--- src/rtl/csi_pkg.sv ---
package csi_pkg;

  // Clamp a requested level into the supported range.
  function automatic int clamp_level(input int req, input int max_lvl);
    if (req > max_lvl) return max_lvl;
    return req;
  endfunction

  // Index of the final slot for a given level: 2^lvl - 1.
  function automatic int last_index(input int lvl);
    return (1 << lvl) - 1;
  endfunction

  // Number of slots in a level-lvl run.
  function automatic int slot_count(input int lvl);
    return 1 << lvl;
  endfunction

endpackage

--- src/rtl/csi_level_latch.sv ---
module csi_level_latch #(
  parameter int MAX_LEVEL = 6,
  parameter int LVL_IN_W  = 4,
  localparam int CLVL_W   = $clog2(MAX_LEVEL + 1),
  localparam int SLOT_W   = MAX_LEVEL
) (
  input  logic                clk,
  input  logic                rst_n,
  input  logic                accept_i,
  input  logic [LVL_IN_W-1:0] level_i,
  output logic [CLVL_W-1:0]   level_o,
  output logic [SLOT_W-1:0]   last_idx_o
);
  logic [CLVL_W-1:0] lvl_q;
  logic [CLVL_W-1:0] lvl_d;

  always_comb begin
    lvl_d = CLVL_W'(csi_pkg::clamp_level(int'(level_i), MAX_LEVEL));
  end

  always_ff @(posedge clk or negedge rst_n) begin
    if (!rst_n)        lvl_q <= '0;
    else if (accept_i) lvl_q <= lvl_d;
  end

  assign level_o    = lvl_q;
  assign last_idx_o = SLOT_W'(csi_pkg::last_index(int'(lvl_q)));

  AST_LEVEL_RANGE: assert property (@(posedge clk) disable iff (!rst_n)
    int'(lvl_q) <= MAX_LEVEL);

  AST_LEVEL_HELD: assert property (@(posedge clk) disable iff (!rst_n)
    !accept_i |=> $stable(lvl_q));
endmodule

--- src/rtl/csi_slot_counter.sv ---
module csi_slot_counter #(
  parameter int SLOT_W = 6
) (
  input  logic              clk,
  input  logic              rst_n,
  input  logic              clear_i,
  input  logic              advance_i,
  input  logic [SLOT_W-1:0] last_idx_i,
  output logic [SLOT_W-1:0] slot_o,
  output logic              wrap_o
);
  logic [SLOT_W-1:0] slot_q;
  logic              at_last_w;

  assign at_last_w = (slot_q == last_idx_i);
  assign wrap_o    = advance_i && at_last_w;

  always_ff @(posedge clk or negedge rst_n) begin
    if (!rst_n)         slot_q <= '0;
    else if (clear_i)   slot_q <= '0;
    else if (wrap_o)    slot_q <= '0;
    else if (advance_i) slot_q <= SLOT_W'(slot_q + 1'b1);
  end

  assign slot_o = slot_q;

  AST_SLOT_HOLD: assert property (@(posedge clk) disable iff (!rst_n)
    (!advance_i && !clear_i) |=> $stable(slot_q));

  AST_SLOT_STEP: assert property (@(posedge clk) disable iff (!rst_n)
    (advance_i && !at_last_w && !clear_i) |=> (slot_q == SLOT_W'($past(slot_q) + 1'b1)));

  AST_SLOT_WRAP: assert property (@(posedge clk) disable iff (!rst_n)
    wrap_o |=> (slot_q == '0));
endmodule

--- src/rtl/csi_parity_bit.sv ---
module csi_parity_bit #(
  parameter int SLOT_W = 6
) (
  input  logic [SLOT_W-1:0] slot_i,
  output logic              bit_o
);
  logic [SLOT_W-1:0] chain_w;

  assign chain_w[0] = slot_i[0];
  for (genvar k = 1; k < SLOT_W; k++) begin : g_chain
    assign chain_w[k] = chain_w[k-1] ^ slot_i[k];
  end

  assign bit_o = chain_w[SLOT_W-1];
endmodule

--- src/rtl/csi_sequencer.sv ---
module csi_sequencer #(
  parameter int MAX_LEVEL = 6,
  parameter int LVL_IN_W  = 4
) (
  input  logic                 clk,
  input  logic                 rst_n,
  input  logic                 start_i,
  input  logic [LVL_IN_W-1:0]  level_i,
  input  logic                 period_done_i,
  output logic                 offset_en_o,
  output logic [MAX_LEVEL-1:0] slot_o,
  output logic                 done_o
);
  localparam int SLOT_W = MAX_LEVEL;
  localparam int CLVL_W = $clog2(MAX_LEVEL + 1);

  logic              running_q;
  logic              done_q;
  logic              accept_w;
  logic              advance_w;
  logic              finish_w;
  logic              parity_w;
  logic [CLVL_W-1:0] level_w;
  logic [SLOT_W-1:0] last_idx_w;
  logic [SLOT_W-1:0] slot_w;

  assign accept_w  = start_i && !running_q;
  assign advance_w = period_done_i && running_q;

  csi_level_latch #(.MAX_LEVEL(MAX_LEVEL), .LVL_IN_W(LVL_IN_W)) u_level (
    .clk(clk), .rst_n(rst_n), .accept_i(accept_w), .level_i(level_i),
    .level_o(level_w), .last_idx_o(last_idx_w));

  csi_slot_counter #(.SLOT_W(SLOT_W)) u_count (
    .clk(clk), .rst_n(rst_n), .clear_i(accept_w), .advance_i(advance_w),
    .last_idx_i(last_idx_w), .slot_o(slot_w), .wrap_o(finish_w));

  csi_parity_bit #(.SLOT_W(SLOT_W)) u_parity (
    .slot_i(slot_w), .bit_o(parity_w));

  always_ff @(posedge clk or negedge rst_n) begin
    if (!rst_n) begin
      running_q <= 1'b0;
      done_q    <= 1'b0;
    end else if (accept_w) begin
      running_q <= 1'b1;
      done_q    <= 1'b0;
    end else if (finish_w) begin
      running_q <= 1'b0;
      done_q    <= 1'b1;
    end
  end

  assign offset_en_o = running_q && parity_w;
  assign slot_o      = slot_w;
  assign done_o      = done_q;

  AST_IDLE_QUIET: assert property (@(posedge clk) disable iff (!rst_n)
    !running_q |-> (!offset_en_o && slot_o == '0));

  AST_DONE_EXCLUSIVE: assert property (@(posedge clk) disable iff (!rst_n)
    !(done_q && running_q));

  AST_START_CLEAN: assert property (@(posedge clk) disable iff (!rst_n)
    accept_w |=> (running_q && !done_q && slot_o == '0 && !offset_en_o));

  AST_BUSY_START: assert property (@(posedge clk) disable iff (!rst_n)
    (running_q && start_i && !period_done_i) |=> (running_q && $stable(slot_o)));

  AST_IDLE_STROBE: assert property (@(posedge clk) disable iff (!rst_n)
    (!running_q && period_done_i && !start_i) |=> (!running_q && $stable(done_o)));

  AST_OFFSET_STEADY: assert property (@(posedge clk) disable iff (!rst_n)
    (running_q && !advance_w) |=> $stable(offset_en_o));

  AST_OFFSET_FLIPS: assert property (@(posedge clk) disable iff (!rst_n)
    (advance_w && !finish_w && !slot_w[0]) |=> (offset_en_o != $past(offset_en_o)));
endmodule

--- config.mk ---
export PLATFORM = sky130hd
export DESIGN_NAME = csi_sequencer
export DESIGN_NICKNAME = d
export VERILOG_FILES = /design/src/rtl/csi_pkg.sv /design/src/rtl/csi_level_latch.sv /design/src/rtl/csi_slot_counter.sv /design/src/rtl/csi_parity_bit.sv /design/src/rtl/csi_sequencer.sv
export SDC_FILE = /design/constraint.sdc
export NUM_CORES = 1
export LEC_CHECK = 0
export ABC_AREA = 1
export BUFFER_PORTS_ARGS = -buffer_cell sky130_fd_sc_hd__buf_2
export CORE_MARGIN = 5
export CORE_UTILIZATION = 50
export DETAILED_ROUTE_END_ITERATION = 8
export PLACE_DENSITY = 0.82
export REMOVE_ABC_BUFFERS = 1
export SLEW_MARGIN = 15
export SYNTH_ARGS = -nofsm -noshare
export SYNTH_HDL_FRONTEND = slang
export SYNTH_SLANG_ARGS = --single-unit
--- constraint.sdc ---
create_clock -name clk -period 1.4 [get_ports clk]
set_input_delay 0.07 -clock clk [delete_from_list [all_inputs] [get_ports clk]]
set_output_delay 0.07 -clock clk [all_outputs]
set_load 0.02 [all_outputs]
==> impl_results.md, run 1 <==
- Run status: complete, but fails checks
- Failing checks: setup timing
- Root Buffer: clkbuf_4
- Initial antenna violation count: 0
- Final Setup Violations: 7
- Synth Area in XOR/XNOR: 9.01%
- Class of the worst hold path: input port to flop
- Cell mode on critical path: nand2_1
- Reg clk slew, reported paths: 0.07 ns
- Clock Latency Late Sink: 0.26 ns
- Antenna Violating Nets Remaining: 0
- Overflow after GRT: 0
- Worst setup path endpoint: offset_en_o
- Share of post-route cells with drive strength above 1: around 37%
- Post-Syn Area per Cell: 7.24 um^2
- Drt total wl: between 1500 and 2000 um
- Worst EP required: ~1.3 ns
- Synth Area in Compound Gates: 8.64%
- Max incr delay on CP: 0.43 ns
- N_diodes: 0
- Fmax: around 630 MHz
- Main combinational cell family by area after synthesis: simple AND/OR/NAND/NOR gates
- Crit path kind: flop to output pin
- Hold Crit Depth: 3
- Clk buf depth: 2
- Crit path DAT: around 1.5 ns
- Max Cap Viol: 0
- Final WS setup: -0.187 ns
- Clock tree from TritonCTS: done
- Fin util: about 71%
- Core Area: 1300 um^2
- Synth-to-Final Area Change: 35.7%
- Clock Skews: about 0.0034 ns
- Rows: 13
- Overall Power: 2.01 mW
- Reg2reg start: u_count.slot_o[3]
- Synth Instances: 94
- Crit start category: flop
- Pins over their slew limit: 0
- Power density cells: 2170 nW/um^2
- Synth top area share: between 40% and 50%
- Worst slew pin tran: a little under 0.3 ns
- Cell Area, Placed: 790 um^2
- Worst Reg-to-Reg Cells: 9
- Hold slack: 0.0691 ns
- Dominant synthesized flop cell: dfrtp_1
- Post-synth EDFFs: 0
- Overall Global Routing Usage: roughly 17%
- Largest net degree at the start of global routing: 12
- Seq/Total Area, Yosys: 40.4%
- CP max FO: 4
- Area contributors post-synth: dfrtp_1 40%, nand2_1 15%, nor2_1 8.3%
- Synthesized area: a little under 700 um^2
- DR vias/cell: roughly 5.5
- First-pass GRT wire length: 2640 um
- Reg-to-Reg End: u_count.slot_o[4]
- Final Hold Viols: 0
- Vias: 750
- Largest delay share family, worst path: flip-flops
- Drt wl/cell: 14.0 um
- Post-Synth Simple-Gate Area: about a third
- Final instance area: approximately 920 um^2
- Minimum clock period: around 1.6 ns
- Sink Count: 11
- Worst VDD drop: 1.16 mV
- Cts bufs inserted: 3
- Ys Warns: 0
- Ports: 16
- Async set-reset flop share out of synthesis: 100%
- Fill cell count: 107
- First-pass DRT Iterations: 4
- Die width: 46.9 um
- GPL Wtd Cong: 0.799
- HPWL Detailed: 1280 um
- DR iter-0 viols: 30
- I/O Buffers: 15
- FF+latch count, synth: 11
- Unrepaired setup endpoints after global routing: yes
- Crit. End Element: output pin
- Post-Synth Adder-Cell Area: 1.84%
- Leakage power: 0.497 nW
- Critical path startpoint: u_count.slot_o[3]
- Initial Util: 52.3%
- Distinct cells, synth: 16
- DRC: 0
- Vias in the first global route: approximately 640
- Die ar.: 2200 um^2
- Critical Path Stages: 7
- Multiplexer area fraction after synthesis: 0%
- Buf/Inv on CP: 2
- Slowest CP cell: dfrtp_1
- Post-synth top area cell: dfrtp_1
- Layout Nets: about 130
- Final Cycle Share: 113%
- Relative slew slack: 80.8%
- H-tree depth: 1
- Setup Slack @ Placement: 0.0246 ns
- Critical-path cell list: inv_1 > nand2_1 > nand2_1 > xor2_1 > a21oi_1 > o21a_1 > buf_6
- Die Y: 46.9 um
- R2r setup slk: -0.03 ns
## where the power goes
group | switching [mW] | total [mW] | internal, mW
combinational | 0.722 | 1.22 | 0.499
sequential | 0.143 | 0.577 | 0.434
clock | 0.0972 | 0.207 | 0.110
total | 0.963 | 2.01 | 1.04
## logic make-up after synthesis
group / count (synthesis)
and+or+nand+nor: 52
buffers and inverters: 12
AOI/OAI and AO/OA: 11
DFF: 11
xor gates and xnor gates: 7
adders and majority gates: 1
## what timing repair did
action,CTS,global route
gates resized for setup,2,16
setup buffers,0,5
endpoints found under the setup margin,1,8
endpoints found under the hold margin,11,0
hold buffers,1,0
pin swaps,2,12
## per-stage QoR
stage                     cells  setup TNS (ns)
after global placement      126               0
after detailed placement    126               0
final                       136          -0.303
after floorplan              94         -0.0309
after CTS                   131          -0.211
after global routing        136          -0.902
## worst min-delay path, delay by kind of cell
kind / cells / cell delay (ns)
AOI/OAI and AO/OA: 2 / 0.13
buffers and inverters: 1 / 0.09
## area by class of cell
type                    instances  area [um^2]  share of cell area, %
multi-input cells              71          408                   44.2
flip-flops and latches         11          278                   30.1
repair buffers                 23          148                   16.0
inverters                      12         45.0                   4.88
clock buffers                   4         26.3                   2.85
well taps                      15         18.8                   2.03
## layer usage
metal	up-vias	GRT usage (%)	share of wire, %
met5	-	0	0
met4	0	8.29	2.9
met3	10	3.07	7.5
met2	39	30.6	51
met1	356	20.1	38
li1	345	-	-
## layout by cell type, fill, tap and decap left out, types with 3 or more instances in the layout
cell type / count
nor2_2: 6
buf_2: 14
dfrtp_1: 9
nand3_1: 5
xor2_1: 5
clkbuf_4: 3
o21ai_0: 7
nor2_1: 10
nand2_1: 23
inv_1: 10
nand2_2: 4
buf_4: 6
## how the worst min path moves through the flow
stage | start | endpoint | slack (ns)
after floorplan | rst_n | done_o | -0.23
after global placement | rst_n | u_level.level_o[0] | -0.05
after detailed placement | rst_n | u_level.level_o[1] | -0.05
after CTS | level_i[2] | u_level.level_o[2] | 0.06
after global routing | level_i[0] | u_level.level_o[0] | 0.07
final | level_i[2] | u_level.level_o[2] | 0.07
## registers in the layout, indices dropped and copies added, names as in the netlist
| name | cells |
|---|---|
| done_o | 1 |
| u_count.slot_o | 6 |
| u_level.level_o | 3 |
| running_q | 1 |
## Yosys cell counts, types with 2 or more instances
master / instances
nand2_1: 27
nor2_1: 15
dfrtp_1: 11
inv_1: 11
o21ai_0: 7
xor2_1: 6
nand3_1: 5
a21oi_1: 2
nand2_4: 2
nor2_2: 2
(Power assumes the default switching activity.)
==> run 2: changes to the inputs <==
--- a/config.mk
+++ b/config.mk
@@ -5,12 +5,11 @@
 export SDC_FILE = /design/constraint.sdc
 export NUM_CORES = 1
 export LEC_CHECK = 0
-export ABC_AREA = 1
 export BUFFER_PORTS_ARGS = -buffer_cell sky130_fd_sc_hd__buf_2
 export CORE_MARGIN = 5
-export CORE_UTILIZATION = 50
+export CORE_UTILIZATION = 52
 export DETAILED_ROUTE_END_ITERATION = 8
-export PLACE_DENSITY = 0.82
+export PLACE_DENSITY = 0.77
 export REMOVE_ABC_BUFFERS = 1
 export SLEW_MARGIN = 15
 export SYNTH_ARGS = -nofsm -noshare
==> run 2 against run 1 <==
- the flow still finishes with violations (setup timing)
- count of clock-buffer cells in the layout stayed put
- first-iteration DRC count is 20% higher
- maximum frequency down 2.7%
- global-route usage up 2.7 points
- non-clock buffer count grew 17
- wire length grew 24%
- cell count grew 1.5%
- critical endpoint is now u_count.slot_o[3]
==> impl_results.md, run 2 <==
- Initial Util: 56.5%
- Minimum clock period: approximately 1.6 ns
- Final Setup Violations: 9
- Worst EP required: 1.59 ns
- Cells after DPL: 125
- Reg-to-Reg End: u_count.slot_o[3]
- Crit start category: flop
- Power density cells: 2800 nW/um^2
- Clk buf depth: 2
- CP max FO: 5
- Vias in the first global route: 676
- Clock Latency Late Sink: 0.28 ns
- Leading cell type in the layout, fill and taps excluded: buf_4
- Overall Global Routing Usage: 20.1%
- Final WS setup: -0.232 ns
- Cts bufs inserted: 3
- Crit. End Element: flop
- Reg clk slew, reported paths: approximately 0.08 ns
- Fill cell count: 69
- First-pass DRT Iterations: 4
- Initial antenna violation count: 0
- Number of flip-flops in the largest register: 6
- Fmax: 613 MHz
- Share of post-route cells with drive strength above 1: between 40% and 50%
- Most numerous cell in the Yosys netlist: nand2_1
- Overflow after GRT: 0
- Failing checks: setup timing
- Drt wl/cell: 17.2 um
- Setup Slack @ Placement: -0.172 ns
- H-tree depth: 1
- Hold Crit Start: level_i[2]
- Non-Filler Instances: 138
- Crit path kind: flop to flop
- Async set-reset flop share out of synthesis: 100%
- Synth Instances: 86
- Die width: 48.1 um
- Relative slew slack: 73.0%
- Antenna Violating Nets Remaining: 0
- Hold slack: 0.0210 ns
- Die Y: slightly below 50 um
- Pins over their slew limit: 0
- Drt total wl: 2370 um
- Hold EP: u_level.level_o[2]
- Vias: 817
- Synth top area share: 36.5%
- Core Area: 1330 um^2
- N_diodes: 0
- I/O Buffers: 15
- Unrepaired setup endpoints after global routing: yes
- Synth-to-Final Area Change: 51.5%
- Distinct cells, synth: 31
- Root Buffer: clkbuf_4
- Reg2reg start: u_count.slot_o[3]
- Final Hold Viols: 0
- First-pass GRT wire length: 3130 um
- Post-synth EDFFs: 0
- Final Cycle Share: 117%
- Post-synth top area cell: dfrtp_1
- Layout Nets: roughly 130
- FF+latch count, synth: 11
- GPL Wtd Cong: roughly 0.9
- Clock Skews: 0.000966 ns
- Clock tree from TritonCTS: done
- DR iter-0 viols: 36
- Sink Count: 11
- Most frequent cells after synthesis: 12 x nand2_1, 11 x dfrtp_1, 9 x xnor2_1
- Worst slew pin tran: just over 0.4 ns
- DRC: 0
- Area contributors post-synth: dfrtp_1 37%, xnor2_1 10%, nand2_1 6.0%
- Worst Reg-to-Reg Cells: 8
- Crit path DAT: 1.82 ns
- DR vias/cell: 5.92
- Rows: 13
- Seq/Total Area, Yosys: 36.5%
- Run status: complete, but fails checks
- Leakage power: 0.518 nW
- HPWL Detailed: 1330 um
- Die ar.: 2310 um^2
- Hold Crit Depth: 3
- Class of the worst hold path: input port to flop
- Dominant synthesized flop cell: dfrtp_1
- Worst VDD drop: between 1.5 and 2 mV
- Largest net degree at the start of global routing: 12
- R2r setup slk: -0.23 ns
- Max Cap Viol: 0
- Ys Warns: 0
- Ports: 16
- Post-Syn Area per Cell: just under 9 um^2
- Synthesized area: 753 um^2
- Leading cell types in the layout, fill and taps excluded: 21 x buf_4, 14 x buf_2, 12 x nand2_1, 10 x dfrtp_1, 6 x xnor2_1
## run 2: cell count changes in the layout (fill, tap and decap cells not counted), moves of 3 or more
cell / before / now
buf_4: 6 / 21
xnor2_1: 1 / 6
o21ai_0: 7 / 4
inv_1: 10 / 1
nor3_2: 0 / 4
nor2_2: 6 / 0
nand2_2: 4 / 0
nand2_1: 23 / 12
nor2_1: 10 / 3
nor3_1: 0 / 5
## run 2: per-layer routing
| layer | share of wire [%] | up-vias | track usage [%] |
|---|---|---|---|
| li1 | - | 375 | - |
| met1 | 40 | 383 | 27.4 |
| met2 | 49 | 51 | 29.6 |
| met3 | 7.9 | 8 | 3.01 |
| met4 | 2.7 | 0 | 12.4 |
| met5 | 0 | - | 0 |
## run 2: power by group
group | internal, mW | total (mW) | switching [mW]
clock | 0.111 | 0.237 | 0.126
sequential | 0.464 | 0.608 | 0.144
combinational | 1.17 | 2.36 | 1.18
total | 1.75 | 3.20 | 1.45
## run 2: area by class of cell
cell class	count	area (um^2)	area share, %
Tap cell	15	18.8	1.64
Timing Repair Buffer	40	283	24.8
Sequential cell	11	277	24.2
Multi-Input combinational cell	67	533	46.7
Inverter	1	3.75	0.329
Clock buffer	4	26.3	2.30
## run 2: what timing repair did
action / 4_1_cts / 5_1_grt
setup buffers: 6 / 2
hold buffers: 1 / 0
setup endpoints to repair: 9 / 9
pin swaps: 8 / 3
hold endpoints to repair: 11 / 0
gates resized for setup: 10 / 11
## run 2: worst max-delay path, stage by stage (launching register included)
cell and delay (ns):
dfrtp_1 0.41, buf_6 0.14, buf_4 0.13, nand2_1 0.10
nor4_2 0.06, nor3_2 0.25, nor3_2 0.08, buf_4 0.16
nor3_1 0.20
## run 2: stage by stage
step	instance area, um^2	setup TNS, ns	utilization, %	power, mW
2_1_floorplan	709	-1.53	-	1.68
3_3_place_gp	923	-1.28	69.2	2.22
3_5_place_dp	923	-1.32	69.2	2.26
4_1_cts	1060	-1.55	79.2	2.83
5_1_grt	1140	-2.56	85.6	3.38
6_report	1140	-1.84	85.6	3.20
## run 2: how the worst max path moves through the flow
stage,startpoint,to,slack [ns],cells past startpoint
3_5_place_dp,u_level.level_o[0],u_count.slot_o[4],-0.17,6
4_1_cts,u_level.level_o[2],u_count.slot_o[4],-0.18,6
6_report,u_count.slot_o[3],u_count.slot_o[3],-0.23,8
3_3_place_gp,u_level.level_o[0],u_count.slot_o[2],-0.17,6
2_1_floorplan,u_count.slot_o[3],u_count.slot_o[0],-0.22,5
5_1_grt,u_count.slot_o[3],u_count.slot_o[3],-0.31,8
## run 2: cell families after synthesis
group | Yosys count | synth area share [%]
fa+ha+maj | 1 | 1.66
flops | 11 | 36.5
xor+xnor | 13 | 15.1
buf+inv | 8 | 6.31
simple gates | 38 | 27.1
compound gates | 15 | 13.3
